==> src/rtl/ptw_pkg.sv <==
package ptw_pkg;
  localparam int PTE_W      = 64;
  localparam int PTE_SHIFT  = 3;
  localparam int BIT_VALID  = 0;
  localparam int BIT_TABLE  = 1;
  localparam int BIT_REF    = 8;
  localparam int BIT_DIRTY  = 9;

  typedef struct packed {
    logic capture;
    logic latchPte;
    logic descend;
    logic takeLeaf;
    logic markFail;
  } ptwStrobe_t;

  typedef struct packed {
    logic signBad;
    logic addrOob;
    logic pteValid;
    logic pteTable;
    logic lastLevel;
    logic physOob;
  } ptwFlags_t;

  typedef enum logic [2:0] {
    ST_IDLE, ST_CHECK, ST_ISSUE, ST_WAIT, ST_EVAL, ST_WRBACK, ST_PCHK, ST_FINISH
  } ptwState_t;
endpackage

==> src/rtl/ptw_ctrl.sv <==
module ptw_ctrl
  import ptw_pkg::*;
(
  input  logic       clk,
  input  logic       rstN,
  input  logic       start,
  input  logic       memRdValid,
  input  ptwFlags_t  flags,
  output ptwStrobe_t stb,
  output logic       memRdReq,
  output logic       memWrReq,
  output logic       done
);
  ptwState_t stateQ, stateD;

  always_ff @(posedge clk or negedge rstN) begin
    if (!rstN) stateQ <= ST_IDLE;
    else       stateQ <= stateD;
  end

  always_comb begin
    stateD   = stateQ;
    stb      = '0;
    memRdReq = 1'b0;
    memWrReq = 1'b0;
    done     = 1'b0;
    unique case (stateQ)
      ST_IDLE: begin
        if (start) begin
          stb.capture = 1'b1;
          stateD      = ST_CHECK;
        end
      end
      ST_CHECK: begin
        if (flags.signBad || flags.addrOob) begin
          stb.markFail = 1'b1;
          stateD       = ST_FINISH;
        end else begin
          stateD = ST_ISSUE;
        end
      end
      ST_ISSUE: begin
        memRdReq = 1'b1;
        stateD   = ST_WAIT;
      end
      ST_WAIT: begin
        if (memRdValid) begin
          stb.latchPte = 1'b1;
          stateD       = ST_EVAL;
        end
      end
      ST_EVAL: begin
        if (!flags.pteValid) begin
          stb.markFail = 1'b1;
          stateD       = ST_FINISH;
        end else if (flags.pteTable) begin
          if (flags.lastLevel) begin
            stb.markFail = 1'b1;
            stateD       = ST_FINISH;
          end else begin
            stb.descend = 1'b1;
            stateD      = ST_CHECK;
          end
        end else begin
          stateD = ST_WRBACK;
        end
      end
      ST_WRBACK: begin
        memWrReq     = 1'b1;
        stb.takeLeaf = 1'b1;
        stateD       = ST_PCHK;
      end
      ST_PCHK: begin
        if (flags.physOob) stb.markFail = 1'b1;
        stateD = ST_FINISH;
      end
      ST_FINISH: begin
        done   = 1'b1;
        stateD = ST_IDLE;
      end
      default: stateD = ST_IDLE;
    endcase
  end
endmodule

==> src/rtl/ptw_datapath.sv <==
module ptw_datapath
  import ptw_pkg::*;
#(
  parameter int          LEVELS    = 3,
  parameter int          IDX_BITS  = 10,
  parameter int          PG_SHIFT  = 12,
  parameter logic [63:0] MEM_BYTES = 64'h0100_0000
) (
  input  logic        clk,
  input  logic        rstN,
  input  ptwStrobe_t  stb,
  input  logic [63:0] vaddr,
  input  logic [63:0] rootBase,
  input  logic        reqWrite,
  input  logic [63:0] memRdData,
  output ptwFlags_t   flags,
  output logic [63:0] pteAddr,
  output logic [63:0] wrData,
  output logic        failQ,
  output logic [63:0] resultQ
);
  localparam int VA_BITS = PG_SHIFT + LEVELS * IDX_BITS;
  localparam int LVL_W   = (LEVELS > 1) ? $clog2(LEVELS) : 1;

  logic [63:0]      vaQ, baseQ, pteQ;
  logic             wrQ;
  logic [LVL_W-1:0] levelQ;

  logic [IDX_BITS-1:0] idxLvl  [LEVELS];
  logic [63:0]         fillLvl [LEVELS];
  logic [IDX_BITS-1:0] idxCur;
  logic [63:0]         fillCur;
  logic [63:0]         updPte;
  logic [63:0]         leafPte;
  logic [63:0]         nextBase;
  logic [63-VA_BITS+1:0] upperBits;

  // Per-level index field and superpage fill bits
  for (genvar g = 0; g < LEVELS; g++) begin : g_lvl
    localparam int REM = (LEVELS - 1 - g) * IDX_BITS;
    assign idxLvl[g]  = vaQ[PG_SHIFT + REM +: IDX_BITS];
    assign fillLvl[g] = ((vaQ >> PG_SHIFT) & ((64'd1 << REM) - 64'd1)) << PG_SHIFT;
  end

  always_comb begin
    idxCur  = '0;
    fillCur = '0;
    for (int i = 0; i < LEVELS; i++) begin
      if (levelQ == LVL_W'(i)) begin
        idxCur  = idxLvl[i];
        fillCur = fillLvl[i];
      end
    end
  end

  assign pteAddr   = baseQ + (64'(idxCur) << PTE_SHIFT);
  assign upperBits = vaQ[63:VA_BITS-1];
  assign nextBase  = {pteQ[63:PG_SHIFT], {PG_SHIFT{1'b0}}};

  always_comb begin
    updPte = pteQ;
    updPte[BIT_REF] = 1'b1;
    if (wrQ) updPte[BIT_DIRTY] = 1'b1;
  end

  assign leafPte = updPte | fillCur;
  assign wrData  = updPte;

  assign flags.signBad   = !((&upperBits) || !(|upperBits));
  assign flags.addrOob   = pteAddr >= MEM_BYTES;
  assign flags.pteValid  = pteQ[BIT_VALID];
  assign flags.pteTable  = pteQ[BIT_TABLE];
  assign flags.lastLevel = levelQ == LVL_W'(LEVELS - 1);
  assign flags.physOob   = {resultQ[63:PG_SHIFT], {PG_SHIFT{1'b0}}} >= MEM_BYTES;

  always_ff @(posedge clk or negedge rstN) begin
    if (!rstN) begin
      vaQ     <= '0;
      baseQ   <= '0;
      pteQ    <= '0;
      wrQ     <= 1'b0;
      levelQ  <= '0;
      failQ   <= 1'b0;
      resultQ <= '0;
    end else begin
      if (stb.capture) begin
        vaQ     <= vaddr;
        baseQ   <= rootBase;
        wrQ     <= reqWrite;
        levelQ  <= '0;
        failQ   <= 1'b0;
        resultQ <= '0;
      end
      if (stb.latchPte) pteQ <= memRdData;
      if (stb.descend) begin
        baseQ  <= nextBase;
        levelQ <= levelQ + LVL_W'(1);
      end
      if (stb.takeLeaf) resultQ <= leafPte;
      if (stb.markFail) begin
        failQ   <= 1'b1;
        resultQ <= '0;
      end
    end
  end
endmodule

==> src/rtl/ptw_walker.sv <==
module ptw_walker
  import ptw_pkg::*;
#(
  parameter int          LEVELS    = 3,
  parameter int          IDX_BITS  = 10,
  parameter int          PG_SHIFT  = 12,
  parameter logic [63:0] MEM_BYTES = 64'h0100_0000
) (
  input  logic        clk,
  input  logic        rstN,
  input  logic        start,
  input  logic [63:0] vaddr,
  input  logic [63:0] rootBase,
  input  logic        reqWrite,
  output logic        memRdReq,
  output logic [63:0] memRdAddr,
  input  logic        memRdValid,
  input  logic [63:0] memRdData,
  output logic        memWrReq,
  output logic [63:0] memWrAddr,
  output logic [63:0] memWrData,
  output logic        done,
  output logic        fail,
  output logic [63:0] leafPte
);
  ptwStrobe_t  stb;
  ptwFlags_t   flags;
  logic [63:0] pteAddr;

  ptw_ctrl u_ctrl (
    .clk       (clk),
    .rstN      (rstN),
    .start     (start),
    .memRdValid(memRdValid),
    .flags     (flags),
    .stb       (stb),
    .memRdReq  (memRdReq),
    .memWrReq  (memWrReq),
    .done      (done)
  );

  ptw_datapath #(
    .LEVELS   (LEVELS),
    .IDX_BITS (IDX_BITS),
    .PG_SHIFT (PG_SHIFT),
    .MEM_BYTES(MEM_BYTES)
  ) u_dp (
    .clk      (clk),
    .rstN     (rstN),
    .stb      (stb),
    .vaddr    (vaddr),
    .rootBase (rootBase),
    .reqWrite (reqWrite),
    .memRdData(memRdData),
    .flags    (flags),
    .pteAddr  (pteAddr),
    .wrData   (memWrData),
    .failQ    (fail),
    .resultQ  (leafPte)
  );

  assign memRdAddr = pteAddr;
  assign memWrAddr = pteAddr;
endmodule

==> config.mk <==
export PLATFORM = sky130hd
export DESIGN_NAME = ptw_walker
export DESIGN_NICKNAME = d
export VERILOG_FILES = /design/src/rtl/ptw_pkg.sv /design/src/rtl/ptw_ctrl.sv /design/src/rtl/ptw_datapath.sv /design/src/rtl/ptw_walker.sv
export SDC_FILE = /design/constraint.sdc
export NUM_CORES = 1
export LEC_CHECK = 0
export BUFFER_PORTS_ARGS = -buffer_cell sky130_fd_sc_hd__buf_2
export CORE_AREA = 5 5 174 176
export DETAILED_ROUTE_END_ITERATION = 8
export DIE_AREA = 0 0 179 181
export MAX_ROUTING_LAYER = met4
export PLACE_DENSITY = 0.76
export SYNTH_ARGS = -nofsm -noshare
export SYNTH_HDL_FRONTEND = slang
export SYNTH_SLANG_ARGS = --single-unit
==> constraint.sdc <==
create_clock -name clk -period 6.6 [get_ports clk]
set_input_delay 1.32 -clock clk [delete_from_list [all_inputs] [get_ports clk]]
set_output_delay 1.32 -clock clk [all_outputs]
set_load 0.01 [all_outputs]
==> summary.txt, run 1 <==
Placed design
  – Post-DP HPWL: 36000 um
  – DP Area: 15000 um2
  – PortBufs: 442
  – Routability cong.: 0.984

Pwr
  – Sw Share: 45.4%
  – VDD IR max: 0.000317 V
  – Power Density: 526 nW/um2
  – Combinational power share: 44.2%
  – Register share of total power: 37.6%
  – Switching power: 0.00381 W
  – Power Internal: 0.00459 W
  – Clock network power share: 18.2%
  – Pleak: 8.09 nW
  – Pwr Total: 0.00840 W

Setup path
  – Worst setup startpoint: u_dp.levelQ[1]$_DFFE_PN0P_
  – Setup slack, reg-to-reg: 930 ps
  – Setup CP Type: flop to primary output
  – Max stage delay on crit path: 680 ps
  – Required time worst endpoint: 5280 ps
  – Critical-path top delay cell: ha_1
  – Crit path cell chain: inv_1 > ha_1 > a21oi_1 > o21ai_0 > ha_1 > a211o_1 > a211oi_1 > o21a_1 > nor3_1 > and3_1 > xor2_1 > buf_2
  – Critical Path End Type: primary output
  – CP most frequent cell: ha_1
  – CP max FO: 22
  – Reg2reg start: u_dp.levelQ[1]$_DFFE_PN0P_
  – Worst EP arrival: 4860 ps
  – Type of origin of the critical path: flop

Clocking
  – Total CTS buffers: 28
  – H-tree depth: 1
  – Clock Latency Late Sink: 550 ps
  – Max Root-Sink Buffers: 3
  – Post-CTS Setup Inserts: 0
  – Clock sink total: 250
  – Clk root buf: clkbuf_16
  – Hold Buf Count CTS: 0
  – Post-cts sizing count: 0
  – Clk slew on worst S/H paths: 60 ps
  – CTS tree: built

Final layout
  – Area growth syn-to-layout: 18.2%
  – Layout cell share with drive strength beyond 1: 32.0%
  – Nets@finish: 2004
  – Final design instance area without fill: 16000 um2

Synthesis
  – Synth Area in Compound Gates: 10.8%
  – Post-synth net total: 1735
  – Synth Flop Type: dfrtp_1
  – Number of synthesized flops with an enable pin: 0
  – Synthesized flop and latch total: 250
  – Post-Synth XOR/XNOR Area: 3.50%
  – Combinational family with the most area after synthesis: simple AND/OR/NAND/NOR gates
  – Register area share after synthesis: 46.3%
  – Synth Area in Simple Gates: 22.4%
  – FFs w/ async S/R, synth: 100%
  – Yosys warnings: 0
  – Avg Synthesized Cell Area: 8.87 um2
  – Yosys cell types: 68
  – Synthesized-area fraction occupied by adder cells: 1.35%
  – Post-synthesis mux area share: 5.56%
  – Mapped Area: 13500 um2
  – Synth Instances: 1524

STA
  – Tightest Pin Transition: 1220 ps
  – RSZ-0062 raised after global routing: no
  – Worst Skew: 27.4 ps
  – Fmax: 162 MHz
  – Hold Violations, Final: 0
  – Final Cycle Share: 93.7%
  – Setup tns final: 0 ps
  – Rel. slew slack: 18.4%
  – Setup-failing EPs final: 0
  – Final Max Slew Viols: 0
  – Minimum clock period: 6180 ps

Min path
  – HP Start: u_dp.vaQ[36]$_DFFE_PN0P_
  – Worst min path class: flop to flop

Routing
  – Routed len/inst: 21.6 um
  – Routed WL: 47600 um
  – Remaining DRCs: 0
  – Post-route ant nets: 0
  – First-pass detailed-route iteration total: 6
  – Vias per Instance: 5.61
  – Vias: 12400
  – Initial DRC Count: 1202

Floorplan
  – Die Wd: 179 um
  – Die height: 181 um
  – Initial Utilization: 47.5%
  – CORE AREA: 28500 um2
  – Io pins: 457
  – Std-Cell Rows: 62
  – Total die area: 32400 um2

Global routing
  – Initial antenna violation count: 6
  – Largest net degree at the start of global routing: 151
  – First-pass GRT wire length: 71300 um
  – Gr ovfl total: 0
  – All-layer global routing usage: 29.3%
  – Vias in the first global route: 12100

Flow run
  – MaxCap Viol Count: 0

Status
  – Outcome: finished clean
per-layer routing:
layer	routed length, um	global-route usage (%)
met1	19800	40.1
met2	22000	44.1
met3	4130	5.29
met4	1670	10.1
met5	0	-
power by group through the flow:
stage               Combinational (W)  Clock, W  Sequential, W
global route                  0.00407   0.00163        0.00324
detailed placement            0.00372         0        0.00314
floorplan                     0.00282         0        0.00276
CTS                           0.00373   0.00156        0.00312
finish                        0.00371   0.00153        0.00316
global placement              0.00364         0        0.00312
worst max-delay path: cells and delay by family (launching register included):
kind	cells	cell delay [ps]
DFF	1	380
adders and majority gates	2	1030
and+or+nand+nor	2	460
xor gates and xnor gates	1	320
AOI/OAI and AO/OA	5	1810
buffers and inverters	2	310
Yosys cell counts (6+ instances only):
cell type  count  area, um2
a22oi_1       53        398
and3_1        12       75.1
nor3_1        31        155
xor2_1        29        254
mux2_2        64        721
buf_4        133        998
clkbuf_1      72        270
a21o_1         6       45.0
a21oi_1       38        190
nor4_1        28        175
nand2_1      452       1700
o21ai_0       41        205
o22ai_1       21        131
dfrtp_1      250       6260
nor2_1        44        165
xnor2_1       25        219
o21ai_1       39        195
inv_1         12       45.0
nand3_1       26        130
ha_1          13        163
nand4_1       31        194
or4_1         14        105
placed cells by master (no fill, tap or decap), types with 29 or more instances in the layout:
cell,synthesis,routed
dfrtp_1,250,250
mux2_2,64,64
nor2_1,44,42
a22oi_1,53,53
nor3_1,31,30
buf_2,2,441
nand2_1,452,452
xor2_1,29,29
a21oi_1,38,38
o21ai_0,41,41
o21ai_1,39,39
nand4_1,31,31
worst paths after layout:
| kind | end | cells past startpoint |
|---|---|---|
| setup / recovery | memWrAddr[50] | 12 |
| hold / removal | u_dp.vaQ[36]$_DFFE_PN0P_ | 2 |
| setup reg to reg | u_dp.resultQ[0]$_DFFE_PN0P_ | 17 |
| hold reg to reg | u_dp.vaQ[36]$_DFFE_PN0P_ | 2 |
| max in group asynchronous | u_dp.baseQ[63]$_DFFE_PN0P_ | 2 |
| min in group asynchronous | u_dp.pteQ[25]$_DFFE_PN0P_ | 1 |
metrics by stage:
| step | util [%] | hold slack, ps | setup slack [ps] | std cells |
|---|---|---|---|---|
| detailed placement | 52.8 | 462 | 1010 | 2147 |
| CTS | 56.0 | 477 | 491 | 2196 |
| global placement | 52.8 | 461 | 1170 | 2147 |
| floorplan | - | 438 | 1920 | 1524 |
| global route | 56.1 | 492 | 221 | 2203 |
| finish | 56.1 | 477 | 419 | 2205 |
cell families after synthesis:
group                    Yosys count
AND/OR/NAND/NOR                  680
flip-flops                       250
AO/OA/AOI/OAI                    232
buffers and inverters            226
multiplexers                      67
XOR/XNOR                          54
adder cells (fa/ha/maj)           14
other                              1
final cells by class:
| class | instances | area (um2) |
|---|---|---|
| Fill cell | 2615 | 12500 |
| Sequential cell | 250 | 6260 |
| Multi-Input combinational cell | 1048 | 5950 |
| Timing Repair Buffer | 452 | 2310 |
| Clock buffer | 40 | 826 |
| Tap cell | 384 | 480 |
| Clock inverter | 9 | 85.1 |
| Inverter | 13 | 48.8 |
| Antenna cell | 9 | 22.5 |
flip-flops by register name, indices dropped and copies added, names as in the netlist:
signal and cells:
u_dp.resultQ 64, u_dp.baseQ 64, u_dp.wrQ 1, u_dp.vaQ 52, u_ctrl.stateQ 3, u_dp.pteQ 63
u_dp.levelQ 2, u_dp.failQ 1
Note: power is estimated with default switching activity, not from simulation.
==> run 2, diff against run 1 <==
Settings changed: ABC_AREA set to 1, CORE_AREA 5 5 174 176 to not set, CORE_MARGIN set to 5, CORE_UTILIZATION set to 52, DIE_AREA 0 0 179 181 to not set, PLACE_DENSITY 0.76 to 0.81.
==> run 2 against run 1 <==
Effect of this change: setup slack gained 140 ps; sequential share of layout area shrank 2.8 points; first-iteration DRC count increased by 4.9%; design area increased by 7.7%; critical path type unchanged.
==> summary.txt, run 2 <==
Routing
  – First-pass detailed-route iteration total: 6
  – Initial DRC Count: 1261
  – Routed WL: 51700 um
  – Vias: 14100
  – Remaining DRCs: 0
  – Post-route ant nets: 0
  – Routed len/inst: 19.6 um
  – Vias per Instance: 5.35

Setup path
  – Setup CP Type: flop to primary output
  – Critical Path End Type: primary output
  – Required time worst endpoint: 5280 ps
  – Max stage delay on crit path: 680 ps
  – Type of origin of the critical path: flop
  – Critical-path top delay cell: ha_1
  – CP most frequent cell: nand3_1
  – Worst EP arrival: 4730 ps
  – CP max FO: 22
  – Crit path cell chain: inv_1 > ha_1 > nor2_1 > nor2_1 > buf_4 > o211ai_1 > nand2_1 > ha_1 > fa_1 > nand3_1 > nand3_1 > nand3_1 > nand3_1 > nand3_1 > nor2_1 > xor2_1 > buf_2
  – R2R depth: 24

Final layout
  – Nets@finish: 2434
  – Most frequent cells in the layout: 488 x nand2_1, 441 x buf_2, 301 x inv_1, 250 x dfrtp_1, 212 x nor2_1
  – Leading cell type in the layout, fill and taps excluded: nand2_1
  – Layout cell share with drive strength beyond 1: 26.1%
  – Final design instance area without fill: 17200 um2
  – Area growth syn-to-layout: 17.4%
  – Largest regs: u_dp.baseQ: 64 flops, u_dp.resultQ: 64 flops, u_dp.pteQ: 63 flops

Status
  – Outcome: finished clean

Clocking
  – H-tree depth: 1
  – Clk root buf: clkbuf_16
  – CTS tree: built
  – Total CTS buffers: 27
  – Post-cts sizing count: 0
  – Hold Buf Count CTS: 0
  – Post-CTS Setup Inserts: 0
  – Max Root-Sink Buffers: 3
  – Clock sink total: 250
  – Clk slew on worst S/H paths: 60 ps
  – Clock Latency Late Sink: 560 ps

Min path
  – Worst Hold Depth: 2
  – Worst min path class: flop to flop

Global routing
  – Gr ovfl total: 0
  – Initial antenna violation count: 12
  – Largest net degree at the start of global routing: 122
  – Vias in the first global route: 14000
  – All-layer global routing usage: 32.7%
  – First-pass GRT wire length: 78400 um

Placed design
  – DP Area: 16200 um2
  – Post-DP HPWL: 40600 um
  – Routability cong.: 0.981
  – PortBufs: 442

STA
  – Rel. slew slack: 27.0%
  – Hold Violations, Final: 0
  – Minimum clock period: 6050 ps
  – Final Max Slew Viols: 0
  – Worst Skew: 12.7 ps
  – Fmax: 165 MHz
  – Setup-failing EPs final: 0
  – Setup tns final: 0 ps
  – Final Cycle Share: 91.6%
  – Tightest Pin Transition: 1090 ps
  – RSZ-0062 raised after global routing: no

Floorplan
  – Die Wd: 178 um
  – Total die area: 31600 um2
  – Initial Utilization: 52.8%
  – CORE AREA: 27800 um2
  – Die height: 178 um
  – Io pins: 457
  – Std-Cell Rows: 61

Pwr
  – Power Density: 554 nW/um2
  – VDD IR max: 0.000305 V
  – Pleak: 9.49 nW

Synthesis
  – Post-synth net total: 2142
  – Synth area leader: dfrtp_1
  – Avg Synthesized Cell Area: 7.59 um2
  – Register area share after synthesis: 42.7%
  – FFs w/ async S/R, synth: 100%
  – Top cells by area in the synthesized netlist: dfrtp_1 43%, nand2_1 13%, inv_1 7.7%
  – Yosys warnings: 0
  – Count leader, synth: nand2_1
  – Synth Flop Type: dfrtp_1
  – Post-synth top area share: 42.7%
  – Synthesized flop and latch total: 250
  – Mapped Area: 14700 um2
  – Synth Instances: 1931
  – Number of synthesized flops with an enable pin: 0
  – Yosys cell types: 40
  – Most frequent cells after synthesis: 490 x nand2_1, 302 x inv_1, 250 x dfrtp_1

Flow run
  – MaxCap Viol Count: 0
-- run 2: cell count changes in the layout (fill, tap and decap cells not counted), sizes merged, moves of 41 or more --
cell	before	now
nand2	452	493
nor2	44	221
a21oi	38	90
inv	13	307
o21ai	80	30
o21bai	1	64
a22oi	54	0
o221ai	0	45
nand3	27	100
mux2	65	0
-- run 2: worst max-delay path, delay by kind of cell, from the launching register on --
kind | cells | cell delay [ps]
simple gates | 9 | 1690
xor+xnor | 1 | 270
flops | 1 | 380
buf+inv | 3 | 520
compound gates | 1 | 120
fa+ha+maj | 3 | 1160
-- run 2: layout make-up --
type,count,area [um2]
repair buffers,454,2320
clock buffers,38,797
fillers,2584,10600
inverters,306,1150
multi-input cells,1184,6010
flip-flops and latches,250,6260
well taps,378,473
clock inverters,12,159
diodes,14,35.0
-- run 2: report_power, final --
part | switching (W) | leakage (nW) | internal (W)
Combinational | 0.00339 | 5.99 | 0.00173
Clock | 0.000647 | 0.470 | 0.000963
Sequential | 0.000559 | 3.04 | 0.00224
-- run 2: metrics by stage --
stage / setup WS [ps] / cells / utilization (%) / hold slack, ps / total power, W
2_1_floorplan: 2380 / 1931 / - / 450 / 0.00636
3_3_place_gp: 1250 / 2572 / 58.4 / 464 / 0.00775
3_5_place_dp: 1190 / 2572 / 58.4 / 466 / 0.00787
4_1_cts: 592 / 2622 / 61.8 / 484 / 0.00951
5_1_grt: 132 / 2634 / 61.9 / 525 / 0.0102
6_report: 555 / 2636 / 61.9 / 487 / 0.00953
-- run 2: cells by family (layout without fill, tap and decap cells) --
kind of cell | after synthesis | count (layout) | synth area share [%]
AND/OR/NAND/NOR | 890 | 890 | 25.3
buffers and inverters | 497 | 810 | 16.4
AO/OA/AOI/OAI | 261 | 261 | 13.3
flip-flops | 250 | 250 | 42.7
XOR/XNOR | 18 | 18 | 1.08
adder cells (fa/ha/maj) | 14 | 14 | 1.25
other | 1 | 15 | 0.0256
-- run 2: routing by layer --
metal	routed length [um]	global-route usage, %	up-vias
met4	1690	9.73	0
met3	4420	5.75	100
met1	21200	43.1	6753
met2	24400	52.0	672
met5	0	-	-
li1	-	-	6584
-- run 2: final timing paths --
check / from / end / slack [ps]
min reg2reg: u_dp.vaQ[40]$_DFFE_PN0P_ / u_dp.vaQ[40]$_DFFE_PN0P_ / 490
max: u_dp.levelQ[1]$_DFFE_PN0P_ / memRdAddr[43] / 550
max reg2reg: u_dp.levelQ[1]$_DFFE_PN0P_ / u_dp.resultQ[25]$_DFFE_PN0P_ / 1130
max in group asynchronous: rstN / u_dp.resultQ[60]$_DFFE_PN0P_ / 4340
min in group asynchronous: rstN / u_dp.baseQ[44]$_DFFE_PN0P_ / 790
min: u_dp.vaQ[40]$_DFFE_PN0P_ / u_dp.vaQ[40]$_DFFE_PN0P_ / 490
